File: config.mk
export PLATFORM = sky130hd
export DESIGN_NAME = exc_entry_unit
export DESIGN_NICKNAME = d
export VERILOG_FILES = /design/src/rtl/exc_pkg.sv /design/src/rtl/exc_sync.sv /design/src/rtl/exc_ctrl.sv /design/src/rtl/exc_datapath.sv /design/src/rtl/exc_entry_unit.sv
export SDC_FILE = /design/constraint.sdc
export NUM_CORES = 1
export LEC_CHECK = 0
export ABC_CLOCK_PERIOD_IN_PS = 4900
export CAP_MARGIN = 20
export CORE_AREA = 2 2 169 171
export CTS_BUF_LIST = sky130_fd_sc_hd__clkbuf_8
export CTS_CLUSTER_SIZE = 28
export DETAILED_ROUTE_END_ITERATION = 6
export DIE_AREA = 0 0 171 173
export PLACE_DENSITY = 0.66
export SYNTH_ARGS = -nofsm -noshare
export SYNTH_HDL_FRONTEND = slang
export SYNTH_SLANG_ARGS = --single-unit
export TNS_END_PERCENT = 50
File: constraint.sdc
create_clock -name clk -period 4.9 [get_ports clk]
set_input_delay 1.47 -clock clk [delete_from_list [all_inputs] [get_ports clk]]
set_output_delay 1.47 -clock clk [all_outputs]
set_load 0.02 [all_outputs]
File: src/rtl/exc_pkg.sv
package exc_pkg;
  localparam int XLEN = 32;
  localparam int MODE_W = 5;
  localparam logic [MODE_W-1:0] MODE_FAST = 5'b10001;
  localparam logic [MODE_W-1:0] MODE_NORM = 5'b10010;
  localparam int BIT_STATE = 5;
  localparam int BIT_FDIS = 6;
  localparam int BIT_IDIS = 7;
  localparam logic [XLEN-1:0] VEC_LOW_BASE = 32'h0000_0000;
  localparam logic [XLEN-1:0] VEC_HIGH_BASE = 32'hFFFF_0000;
  localparam logic [XLEN-1:0] VEC_NORM_OFS = 32'h0000_0018;
  localparam logic [XLEN-1:0] VEC_FAST_OFS = 32'h0000_001C;
  localparam logic [XLEN-1:0] LINK_ADJ = 32'd4;

  typedef struct packed {
    logic takeFast;
    logic takeNorm;
    logic retFast;
    logic retNorm;
    logic wrStatus;
  } excStrobe_t;
endpackage

File: src/rtl/exc_sync.sv
module exc_sync #(
  parameter int WIDTH = 2,
  parameter int STAGES = 2
) (
  input  logic             clk,
  input  logic             rstN,
  input  logic [WIDTH-1:0] asyncIn,
  output logic [WIDTH-1:0] syncOut
);
  logic [WIDTH-1:0] stageQ [STAGES];

  for (genvar s = 0; s < STAGES; s++) begin : g_stage
    always_ff @(posedge clk or negedge rstN) begin
      if (!rstN) stageQ[s] <= '0;
      else if (s == 0) stageQ[s] <= asyncIn;
      else stageQ[s] <= stageQ[(s == 0) ? 0 : s-1];
    end
  end

  assign syncOut = stageQ[STAGES-1];
endmodule

File: src/rtl/exc_ctrl.sv
module exc_ctrl
  import exc_pkg::*;
(
  input  logic            clk,
  input  logic            rstN,
  input  logic            fastSync,
  input  logic            normSync,
  input  logic [XLEN-1:0] curStatus,
  input  logic            retReq,
  input  logic            statusWrEn,
  output excStrobe_t      stb
);
  logic fastOk, normOk, anyTake;
  logic [MODE_W-1:0] curMode;

  always_comb begin
    curMode = curStatus[MODE_W-1:0];
    fastOk = fastSync && !curStatus[BIT_FDIS];
    normOk = normSync && !curStatus[BIT_IDIS];
    anyTake = fastOk || normOk;
    stb = '0;
    stb.takeFast = fastOk;
    stb.takeNorm = normOk && !fastOk;
    stb.retFast = !anyTake && retReq && (curMode == MODE_FAST);
    stb.retNorm = !anyTake && retReq && (curMode == MODE_NORM);
    stb.wrStatus = !anyTake && !stb.retFast && !stb.retNorm && statusWrEn;
  end

  // at most one operation per cycle
  p_one_op_r9: assert property (@(posedge clk) disable iff (!rstN)
    $onehot0({stb.takeFast, stb.takeNorm, stb.retFast, stb.retNorm, stb.wrStatus}));

  // both pending and enabled means no normal entry
  p_fast_wins_r4: assert property (@(posedge clk) disable iff (!rstN)
    (fastSync && !curStatus[BIT_FDIS]) |-> !stb.takeNorm);

  // disable bits block
  p_fdis_block_r3: assert property (@(posedge clk) disable iff (!rstN)
    curStatus[BIT_FDIS] |-> !stb.takeFast);
  p_idis_block_r3: assert property (@(posedge clk) disable iff (!rstN)
    curStatus[BIT_IDIS] |-> !stb.takeNorm);
endmodule

File: src/rtl/exc_datapath.sv
module exc_datapath
  import exc_pkg::*;
#(
  parameter logic [XLEN-1:0] RESET_STATUS = 32'h0000_00D3
) (
  input  logic            clk,
  input  logic            rstN,
  input  excStrobe_t      stb,
  input  logic            highVec,
  input  logic [XLEN-1:0] nextPc,
  input  logic [XLEN-1:0] statusWrData,
  output logic [XLEN-1:0] statusQ,
  output logic [XLEN-1:0] pcQ,
  output logic            pcLoadQ,
  output logic [XLEN-1:0] linkFastQ,
  output logic [XLEN-1:0] linkNormQ,
  output logic [XLEN-1:0] savedFastQ,
  output logic [XLEN-1:0] savedNormQ
);
  logic [XLEN-1:0] entryStatus, vecAddr, vecBase, linkNew;
  logic takeAny;

  always_comb begin
    takeAny = stb.takeFast || stb.takeNorm;
    vecBase = highVec ? VEC_HIGH_BASE : VEC_LOW_BASE;
    vecAddr = vecBase | (stb.takeFast ? VEC_FAST_OFS : VEC_NORM_OFS);
    linkNew = nextPc + LINK_ADJ;
    entryStatus = statusQ;
    entryStatus[MODE_W-1:0] = stb.takeFast ? MODE_FAST : MODE_NORM;
    entryStatus[BIT_STATE] = 1'b0;
    entryStatus[BIT_IDIS] = 1'b1;
    if (stb.takeFast) entryStatus[BIT_FDIS] = 1'b1;
  end

  always_ff @(posedge clk or negedge rstN) begin
    if (!rstN) begin
      statusQ <= RESET_STATUS;
      pcQ <= '0;
      pcLoadQ <= 1'b0;
      linkFastQ <= '0;
      linkNormQ <= '0;
      savedFastQ <= '0;
      savedNormQ <= '0;
    end else begin
      pcLoadQ <= takeAny || stb.retFast || stb.retNorm;
      if (takeAny) begin
        statusQ <= entryStatus;
        pcQ <= vecAddr;
        if (stb.takeFast) begin
          savedFastQ <= statusQ;
          linkFastQ <= linkNew;
        end else begin
          savedNormQ <= statusQ;
          linkNormQ <= linkNew;
        end
      end else if (stb.retFast) begin
        statusQ <= savedFastQ;
        pcQ <= linkFastQ - LINK_ADJ;
      end else if (stb.retNorm) begin
        statusQ <= savedNormQ;
        pcQ <= linkNormQ - LINK_ADJ;
      end else if (stb.wrStatus) begin
        statusQ <= statusWrData;
      end
    end
  end

  // entry mode encodings and bit updates
  p_fast_mode_r6: assert property (@(posedge clk) disable iff (!rstN)
    stb.takeFast |=> (statusQ[7:0] == 8'hD1));
  p_norm_mode_r6: assert property (@(posedge clk) disable iff (!rstN)
    stb.takeNorm |=> (statusQ[4:0] == 5'b10010 && statusQ[7] && !statusQ[5]
                      && statusQ[6] == $past(statusQ[6])));
  p_upper_keep_r6: assert property (@(posedge clk) disable iff (!rstN)
    (stb.takeFast || stb.takeNorm) |=> (statusQ[31:8] == $past(statusQ[31:8])));
  // link and saved copy
  p_link_fast_r5: assert property (@(posedge clk) disable iff (!rstN)
    stb.takeFast |=> (linkFastQ == $past(nextPc) + 32'd4 && savedFastQ == $past(statusQ)));
  p_link_norm_r5: assert property (@(posedge clk) disable iff (!rstN)
    stb.takeNorm |=> (linkNormQ == $past(nextPc) + 32'd4 && savedNormQ == $past(statusQ)));
  // vector low bits
  p_vec_fast_r7: assert property (@(posedge clk) disable iff (!rstN)
    stb.takeFast |=> (pcQ[15:0] == 16'h001C));
  // return restores
  p_ret_fast_r8: assert property (@(posedge clk) disable iff (!rstN)
    stb.retFast |=> (statusQ == $past(savedFastQ) && pcQ == $past(linkFastQ) - 32'd4));
  // load pulse
  p_pcload_r10: assert property (@(posedge clk) disable iff (!rstN)
    (stb.takeFast || stb.takeNorm || stb.retFast || stb.retNorm) |=> pcLoadQ);
  p_pcstable_r10: assert property (@(posedge clk) disable iff (!rstN)
    !pcLoadQ |-> $stable(pcQ));
endmodule

File: src/rtl/exc_entry_unit.sv
module exc_entry_unit
  import exc_pkg::*;
#(
  parameter logic [31:0] RESET_STATUS = 32'h0000_00D3,
  parameter int SYNC_STAGES = 2
) (
  input  logic        clk,
  input  logic        rstN,
  input  logic        fastReq,
  input  logic        normReq,
  input  logic        highVec,
  input  logic [31:0] nextPc,
  input  logic        retReq,
  input  logic        statusWrEn,
  input  logic [31:0] statusWrData,
  output logic [31:0] statusOut,
  output logic [31:0] pcOut,
  output logic        pcLoad,
  output logic [31:0] linkFast,
  output logic [31:0] linkNorm,
  output logic [31:0] savedFast,
  output logic [31:0] savedNorm
);
  logic [1:0] reqSync;
  excStrobe_t stb;

  exc_sync #(.WIDTH(2), .STAGES(SYNC_STAGES)) u_sync (
    .clk(clk), .rstN(rstN), .asyncIn({fastReq, normReq}), .syncOut(reqSync)
  );

  exc_ctrl u_ctrl (
    .clk(clk), .rstN(rstN), .fastSync(reqSync[1]), .normSync(reqSync[0]),
    .curStatus(statusOut), .retReq(retReq), .statusWrEn(statusWrEn), .stb(stb)
  );

  exc_datapath #(.RESET_STATUS(RESET_STATUS)) u_dp (
    .clk(clk), .rstN(rstN), .stb(stb), .highVec(highVec), .nextPc(nextPc),
    .statusWrData(statusWrData), .statusQ(statusOut), .pcQ(pcOut),
    .pcLoadQ(pcLoad), .linkFastQ(linkFast), .linkNormQ(linkNorm),
    .savedFastQ(savedFast), .savedNormQ(savedNorm)
  );
endmodule

# [After elaboration in Yosys (flattened, before gate mapping)]
# Cells that the tools add are included.
# W data, S select, Z words.
[word_totals] regBits=197 inputBits=71 out_inout_bits=193 word_cells=57
[op_classes] n_addsub=3 n_eq_ne=3 muxes=11 bitwise_logic=3 reduce_logical=26
[ops] op="$mux W32" n=7
[ops] op="$sub A32 B3 Y32 const B" n=2
[ops] op="$add A32 B3 Y32 const B" n=1
[ops] op="$or A32 B32 Y32" n=1
[ops] op="$eq A5 B5 Y1 const B" n=2
[ops] op="$logic_and A1 B1 Y1" n=9
[ops] op="$mux W8" n=1
[ops] op="$reduce_and A2 Y1" n=4
[ops] op="$logic_not A1 Y1" n=6
[ops] op="$reduce_bool A3 Y1" n=2
[ops] op="$logic_or A1 B1 Y1" n=4
[ops] op="$reduce_bool A4 Y1" n=1
[ops] op="$mux W3" n=1
[ops] op="$mux W2" n=1
[ops] op="$ne A2 B2 Y1 const B" n=1
[ops] op="$not A1 Y1" n=2
[ops] op="$mux W1" n=1

# [Depth between registers and ports, before layout]
# Gate-level depths: netlist of run 1.
[logic_depth] ltp_word=14 depth_mapped=15 mapped_depth_nobuf=10

# [Cells and area by module]
# Synthesis of run 1 repeated with hierarchy kept, for this count alone.
[hier_totals] cells_unflattened=907 area_unflattened_um2=9442.8
[by_module_without_submodules] module="exc_datapath" instances=1 cells_per_inst=888 area_each_um2=9226.3 seq_area_each_um2=4835.9
[by_module_without_submodules] module="exc_sync" instances=1 cells_per_inst=6 area_each_um2=115.1 seq_area_each_um2=100.1
[by_module_without_submodules] module="exc_ctrl" instances=1 cells_per_inst=13 area_each_um2=101.3 seq_area_each_um2=0.0

# [Worst setup path before layout of run 1]
# Ideal clock, no wire load.
[synth_timing] path_kind="in2reg" from="input port retReq" to="register u_dp.pcQ[26]" setup_time_ns=0.126 arrival_time_ns=4.651 required_ns=4.774 path_slack_ns=0.123 path_stages=14 n_path_buf=4 path_cell_list="and4bb_2 nand4_4 buf_2 buf_2 buf_2 buf_1 mux2i_1 ha_1 nand3b_1 mux2_2 nor3_4 nand4_2 xor2_1 a221o_1"
[synth_between] elab_chain_cells=4 elab_cells_between_ends=6 classes_between="mux: 2; reduce/logical: 4"
[synth_lines] item="from (decl)" line="exc_entry_unit.sv:13" source="input logic retReq,"
[synth_lines] item="$logic_and A1 B1 Y1 (*)" line="exc_ctrl.sv:24, exc_ctrl.sv:25"
[synth_lines] item="$logic_and A1 B1 Y1" line="exc_ctrl.sv:24" source="stb.retFast = !anyTake && retReq && (curMode == MODE_FAST);"
[synth_lines] item="$mux W32" line="exc_datapath.sv:56" source="end else if (stb.retFast) begin"
[synth_lines] item="$mux W32" line="exc_datapath.sv:46" source="if (takeAny) begin"
[synth_lines] item="to (signal assigned)" line="exc_datapath.sv:48" source="pcQ <= vecAddr;"
[synth_lines] item="to (signal assigned)" line="exc_datapath.sv:58" source="pcQ <= linkFastQ - LINK_ADJ;"
[synth_lines] item="to (signal assigned)" line="exc_datapath.sv:61" source="pcQ <= linkNormQ - LINK_ADJ;"
[synth_lines] item="to (decl)" line="exc_datapath.sv:13" source="output logic [XLEN-1:0] pcQ,"
# Mark *: on every way between the ends. The rest lies on a longest branch, timed or not.
# A chain may end at the register's enable or synchronous reset.

# [Worst setup path in the final report of run 1]
# Same ends and word-level chain as after synthesis.

==> metrics.md, run 1 <==
| Metric | Value |
|---|---|
| Status | completed |
| Dpl hpwl | around 22000 um |
| Final Slew Violations | 0 |
| Clock Power Share | 12.5% |
| Comb power frac | 52.7% |
| Drt pass-1 iters | 5 |
| First-pass GRT wire length | approximately 48000 um |
| Post-synth top area cell | dfrtp_1 |
| CTS Buf Count | 17 |
| Startpoint class of the critical path | input pin |
| Hold WC Path Type | flip-flop to flip-flop |
| Overflow after GRT | 0 |
| Root Buffer Master | clkbuf_8 |
| Crit Path Class | input pin to flip-flop |
| Final net count | 1342 |
| Layout area overhead | 37.3% |
| Switching share of power | 45.1% |
| Async SR Flop Fraction | between 90% and 100% |
| Register area share after synthesis | a little over 50% |
| Critical Path End Type | flip-flop |
| Number of synthesized flops with an enable pin | 0 |
| Die ar. | 29600 sq um |
| Core area | 27600 sq um |
| Post-CTS Resized | 0 |
| Syn_nets | 1098 |
| RSZ-0062 raised after global routing | no |
| FMAX | between 200 and 250 MHz |
| Share of layout cells above drive strength 1 | a little under 6% |
| Initial Util | 34.6% |
| Worst-Margin Slew | 1100 ps |
| Peak supply drop | 0.269 mV |
| DRC | 0 |
| CP max stage delay | 450 ps |
| Filler Cell Count | 2638 |
| Finish-stage setup viols | 0 |
| Synthesized flop and latch total | between 150 and 200 |
| Hold path endpoint | u_sync.syncOut[1] |
| Initial antenna violation count | 3 |
| Synth Area per Inst | 9.33 sq um |
| Height of the die | 173 um |
| Internal power | between 5000 and 6000 uW |
| Top-count cell post-synth | nand2_1 |
| Cell Chain, Critical Path | clkdlybuf4s50_1 > and4bb_2 > nand4_4 > mux2i_1 > ha_1 > nand3b_1 > mux2_2 > nor3_4 > nand4_2 > xor2_1 > a221o_1 |
| Reg-to-reg setup timing slack | 1340 ps |
| Reg2reg end | u_dp.pcQ[26] |
| Top post-synthesis cells by area | dfrtp_1 50%, nand2_1 12%, mux2i_1 6.4% |
| R2R cell count | 10 |
| # Post-CTS Setup Buffers | 0 |
| Top-area cell type share of the netlist area | 50.2% |
| Lkg Pwr | 0.00602 uW |
| Cell family with most CP delay | simple AND/OR/NAND/NOR gates |
| Arrival time at the worst endpoint | 4520 ps |
| CTS tree | done |
| Power density cells | 705 nW/um^2 |
| Top_reg_cell synth | dfrtp_1 |
| Clock-pin slew on the worst setup and hold paths | 120 ps |
| Post-CTS Hold Buffers | 0 |
| Drt via density | 5.05 |
| Crit-path max FO | 7 |
| Chip Width | 171 um |
| Max-capacitance violation count | 0 |
| Critical path's slowest cell | clkdlybuf4s50_1 |
| Final Hold Vio Count | 0 |
| WP buf/inv | 1 |
| Most common library cells after synthesis | 305 x nand2_1, 192 x dfrtp_1, 74 x o21ai_0 |
| # rows | 61 |
| Largest net degree at the start of global routing | 112 |
| WHS Path Cells | 0 |
| Port bufs | approximately 260 |
| GRT Total Usage | roughly a fifth |
| Clock period minus worst slack | around 4200 ps |
| Via Count | roughly 8400 |
| Synthesized area | 9560 sq um |
| Detailed Route WL | 30600 um |
| Reg2reg start | u_dp.statusQ[6] |
| Setup TNS | 0 ps |
| Register share of total power | 34.8% |
| Slew HR | between 20% and 30% |
| Worst-skew pair later-pin latency | 480 ps |
| Tcrit/Tclk final | between 80% and 90% |
| WP data required | between 5000 and 6000 ps |
| Clk sink count | 197 |
| Distinct cells, synth | between 50 and 60 |
| Yosys warns | 0 |
| H-tree levels | 4 |
| Fin Clk Skew | 18.9 ps |
| Switch Pwr | 4180 uW |
| Post-synthesis cell count | 1025 |
| Worst Min Path Start | u_sync.stageQ[3] |
| Vias in the first global route | approximately 8000 |
| Post-route ant nets | 0 |
| Routability cong. | 0.846 |
| Clock buffer depth | 2 |
| I/O pins | around 260 |
| 1st-iter DRT viols | between 500 and 600 |
| Avg WL per Cell | 18.4 um |
| Hold_ws | 366 ps |
## per-layer routing
layer | up-vias | wire [um] | GRT usage (%)
met5 | - | 0 | 0
met4 | 0 | 773 | 7.27
met3 | 43 | 1570 | 3.98
met2 | 256 | 14900 | 33.4
met1 | 4080 | 13400 | 28.3
li1 | 4019 | - | -
## through the flow
step | util (%) | total power [uW] | setup slack [ps] | cell area [sq um] | cells
after floorplan | - | 5730 | 123 | 9560 | 1025
after global placement | 45.9 | 8090 | 371 | 12700 | 1628
after detailed placement | 45.9 | 8170 | 280 | 12700 | 1628
after CTS | 47.5 | 9340 | 781 | 13100 | 1660
after global routing | 47.5 | 9850 | 538 | 13100 | 1663
final | 47.5 | 9260 | 738 | 13100 | 1663
## logic make-up after synthesis
logic type / Yosys count / synth area share [%]
AOI/OAI and AO/OA: 179 / 12.3
xor gates and xnor gates: 56 / 5.13
adders and majority gates: 2 / 0.262
buffers and inverters: 60 / 2.55
DFF: 197 / 51.6
muxes: 66 / 6.97
and+or+nand+nor: 465 / 21.1
## worst max-delay path by stage
stage	cells after the start	to	from	slack [ps]
3_3_place_gp	11	u_dp.pcQ[26]	retReq	370
5_1_grt	11	u_dp.pcQ[26]	retReq	540
6_report	11	u_dp.pcQ[26]	retReq	740
3_5_place_dp	11	u_dp.pcQ[26]	retReq	280
2_1_floorplan	14	u_dp.pcQ[26]	retReq	120
4_1_cts	11	u_dp.pcQ[26]	retReq	780
## power by group through the flow
stage          clock, uW  combinational, uW  sequential (uW)
2_1_floorplan          0               1810             3920
3_3_place_gp           0               4840             3250
3_5_place_dp           0               4920             3250
4_1_cts             1180               4940             3230
5_1_grt             1250               5260             3340
6_report            1160               4880             3220
## area by class of cell
type                    instances  area, sq um  area share, %
clock inverters                15          209           1.59
repair buffers                283         2820           21.5
well taps                     378          473           3.60
inverters                       2         7.51         0.0572
flip-flops and latches        197         4940           37.6
clock buffers                  17          234           1.78
multi-input cells             768         4440           33.8
diodes                          3         7.51         0.0572
## cells in the final DEF, fill, tap and decap left out, types with 11 or more instances in the layout
cell and instances:
a211oi_1 26, o21ai_0 74, nor4_1 11, clkbuf_8 18, nand2_1 303, nand3_1 15, mux2i_1 61, a21o_1 24
a221o_1 11, dfrtp_1 192, buf_4 17, nor3_1 21, a21oi_1 13, or3_1 11, xor2_1 33, xnor2_1 23
nor2_1 57, clkdlybuf4s50_1 262
## registers in the layout, summed over array words and instances (netlist names)
| signal | cells |
|---|---|
| u_dp.pcLoadQ | 1 |
| u_dp.savedFastQ | 32 |
| u_dp.linkFastQ | 32 |
| u_dp.statusQ | 32 |
| u_dp.pcQ | 32 |
| u_sync.syncOut | 2 |
| u_dp.savedNormQ | 32 |
| u_dp.linkNormQ | 32 |
| u_sync.stageQ | 2 |
Power figures use the tool's default switching activity.
==> run 2, diff against run 1 <==
--- a/config.mk
+++ b/config.mk
@@ -5,7 +5,7 @@
 export SDC_FILE = /design/constraint.sdc
 export NUM_CORES = 1
 export LEC_CHECK = 0
-export ABC_CLOCK_PERIOD_IN_PS = 4900
+export ABC_CLOCK_PERIOD_IN_PS = 4000
 export CAP_MARGIN = 20
 export CORE_AREA = 2 2 169 171
 export CTS_BUF_LIST = sky130_fd_sc_hd__clkbuf_8
==> constraint.sdc (replaced) <==
create_clock -name clk -period 4 [get_ports clk]
set_input_delay 1.2 -clock clk [delete_from_list [all_inputs] [get_ports clk]]
set_output_delay 1.2 -clock clk [all_outputs]
set_load 0.02 [all_outputs]
==> metrics.md, run 2 (synthesis results as in run 1) <==
| Metric | Value |
|---|---|
| Reg-to-reg setup timing slack | 920 ps (-420 ps) |
| Critical path's slowest cell | clkdlybuf4s50_1 |
| 1st-iter DRT viols | 490 (-6.1%) |
| Lkg Pwr | 0.00610 uW (+1.3%) |
| WHS Path Cells | 0 (unchanged) |
| Status | completed |
| First-pass GRT wire length | 49100 um (+1.7%) |
| H-tree levels | 4 (unchanged) |
| Hold path endpoint | u_sync.syncOut[0] |
| Avg WL per Cell | 18.4 um (about the same) |
| CTS Buf Count | 17 (unchanged) |
| Via Count | 8511 (+1.3%) |
| Tcrit/Tclk final | 88.7% |
| Layout area overhead | 38.6% |
| Initial Util | 34.6% (unchanged) |
| Chip Width | 171 um (unchanged) |
| Max-capacitance violation count | 0 (unchanged) |
| Drt pass-1 iters | 4 (-1) |
| WP data required | 4340 ps (-910 ps) |
| I/O pins | 264 (unchanged) |
| Core area | 27600 sq um (unchanged) |
| Post-route ant nets | 0 (unchanged) |
| Placed cells | 1643 (+0.92%) |
| Port bufs | 263 (unchanged) |
| Max layer used | met4 |
| Finish-stage setup viols | 0 (unchanged) |
| Arrival time at the worst endpoint | 3890 ps (-630 ps) |
| Leading cell type in the layout, fill and taps excluded | nand2_1 |
| # rows | 61 (unchanged) |
| Cell Chain, Critical Path | clkdlybuf4s50_1 > and4bb_2 > nand4_4 > mux2i_1 > ha_2 > nand3b_1 > mux2_4 > buf_4 > nor4_1 > xnor2_1 > a221o_1 |
| Final Hold Vio Count | 0 (unchanged) |
| Clk sink count | 197 (unchanged) |
| Drt via density | 5.07 (+0.44%) |
| Slew HR | 32.9% (+6.3 points) |
| Most frequent cells in the layout | 303 x nand2_1, 262 x clkdlybuf4s50_1, 192 x dfrtp_1 |
| Count of non-filler cells in the finished layout | 1678 (+0.90%) |
| Worst-Margin Slew | 1000 ps (-93.7 ps) |
| Peak supply drop | 0.311 mV (+16%) |
| Crit Path Class | input pin to flip-flop |
| Worst-skew pair later-pin latency | 470 ps (about the same) |
| CP max stage delay | 450 ps (about the same) |
| Reg2reg end | u_dp.pcQ[16] |
| RSZ-0062 raised after global routing | no |
| Clock period minus worst slack | between 3000 and 4000 ps |
| Startpoint class of the critical path | input pin |
| Root Buffer Master | clkbuf_8 |
| Final net count | 1357 (+1.1%) |
| Routability cong. | 0.823 (-2.7%) |
| # Post-CTS Setup Buffers | 0 (unchanged) |
| Dpl hpwl | 22400 um (+3.7%) |
| R2R cell count | 10 (unchanged) |
| Cell family with most CP delay | simple AND/OR/NAND/NOR gates |
| Final Slew Violations | 0 (unchanged) |
| WP buf/inv | 2 (+1) |
| Largest net degree at the start of global routing | 90 (-20%) |
| Wl on met1 | 13600 um (+1.5%) |
| Height of the die | 173 um (unchanged) |
| Power density cells | 858 nW/um^2 (+22%) |
| Overflow after GRT | 0 (unchanged) |
| Clock buffer depth | 2 (unchanged) |
| CTS tree | done |
| Reg2reg start | u_dp.statusQ[7] |
| Fin Clk Skew | 23.2 ps (+4.25 ps) |
| Crit-path max FO | 5 (-2) |
| Critical Path End Type | flip-flop |
| Worst Min Path Start | u_sync.stageQ[2] |
| Die ar. | 29600 sq um (unchanged) |
| GRT Total Usage | 21.2% (+0.33 points) |
| Share of layout cells above drive strength 1 | 7.02% (+1.2 points) |
| FMAX | 282 MHz |
| Hold WC Path Type | flip-flop to flip-flop |
| Initial antenna violation count | 3 (unchanged) |
| Post-CTS Hold Buffers | 0 (unchanged) |
| DRC | 0 (unchanged) |
| DR WL met2 | 14800 um (-0.75%) |
| Vias in the first global route | 8529 (+4.4%) |
| WL met3 | 1400 um (-11%) |
| Final core occ | 48.0% (+0.43 points) |
| Detailed Route WL | 30900 um (+0.87%) |
| Clock-pin slew on the worst setup and hold paths | 110 ps (about the same) |
| Post-CTS Resized | 0 (unchanged) |
[run 2: cell count changes in the layout (fill, tap and decap cells not counted)]
| cell | previous run | this run |
|---|---|---|
| ha_1 | 2 | 1 |
| clkinv_8 | 4 | 3 |
| clkinv_2 | 0 | 1 |
| ha_2 | 0 | 1 |
| inv_12 | 0 | 1 |
| inv_6 | 4 | 2 |
| inv_8 | 2 | 6 |
| buf_4 | 17 | 29 |
| mux2_4 | 0 | 1 |
| mux2_2 | 5 | 4 |
| clkinv_4 | 3 | 2 |
| buf_12 | 3 | 6 |
| bufinv_16 | 2 | 0 |
[run 2: where the power goes]
group          total, uW  internal, uW  switching (uW)  leakage [uW]
clock network       1320           484             834      0.000208
registers           3950          2930            1030       0.00245
logic               6100          2790            3310       0.00345
[run 2: layout make-up]
type	count	area (sq um)
sequential	197	4940
inverter	2	7.51
clock inverter	15	173
fill	2657	14400
timing repair buffer	298	2970
clock buffer	17	234
tap	378	473
multi-input combinational	768	4450
antenna	3	7.51
[run 2: layer usage]
metal | vias up | track usage, %
li1 | 4041 | -
met1 | 4176 | 28.3
met2 | 245 | 34.2
met3 | 49 | 3.62
met4 | 0 | 8.47
met5 | - | 0
[run 2: worst reg2reg max path, stage by stage, from the launching register on]
cell and delay (ps):
dfstp_2 590, nand2b_1 350, nand4_4 200, mux2i_1 260
ha_2 240, nand3b_1 80, mux2_4 310, buf_4 160
nor4_1 330, xnor2_1 130, a221o_1 330
[run 2: how the worst max path moves through the flow]
stage                      start           end  cells after the start  slack [ps]
after CTS                 retReq  u_dp.pcQ[26]                     12         470
final                     retReq  u_dp.pcQ[16]                     11         450
after global routing      retReq  u_dp.pcQ[14]                     12         350
after global placement    retReq  u_dp.pcQ[26]                     12          90
after detailed placement  retReq  u_dp.pcQ[14]                     12         -30
after floorplan           retReq  u_dp.pcQ[26]                     14         -10
[run 2: metrics by stage]
step / TNS (ps) / worst slack (ps) / total power (uW) / hold WS, ps / cell area, sq um
finish: 0 / 453 / 11400 / 366 / 13300
detailed placement: -71.5 / -27.0 / 10100 / 341 / 12800
global route: 0 / 351 / 12100 / 372 / 13300
global placement: 0 / 90.9 / 10000 / 332 / 12800
floorplan: -11.2 / -11.2 / 7030 / 331 / 9600
CTS: 0 / 471 / 11500 / 369 / 13200
==> run 3, diff against run 2 <==
--- a/config.mk
+++ b/config.mk
@@ -6,12 +6,12 @@
 export NUM_CORES = 1
 export LEC_CHECK = 0
 export ABC_CLOCK_PERIOD_IN_PS = 4000
-export CAP_MARGIN = 20
 export CORE_AREA = 2 2 169 171
 export CTS_BUF_LIST = sky130_fd_sc_hd__clkbuf_8
 export CTS_CLUSTER_SIZE = 28
 export DETAILED_ROUTE_END_ITERATION = 6
 export DIE_AREA = 0 0 171 173
+export GPL_ROUTABILITY_DRIVEN = 0
 export PLACE_DENSITY = 0.66
 export SYNTH_ARGS = -nofsm -noshare
 export SYNTH_HDL_FRONTEND = slang
==> results of run 3 <==
The final DEF is identical to that of run 2; final timing and power are the same.
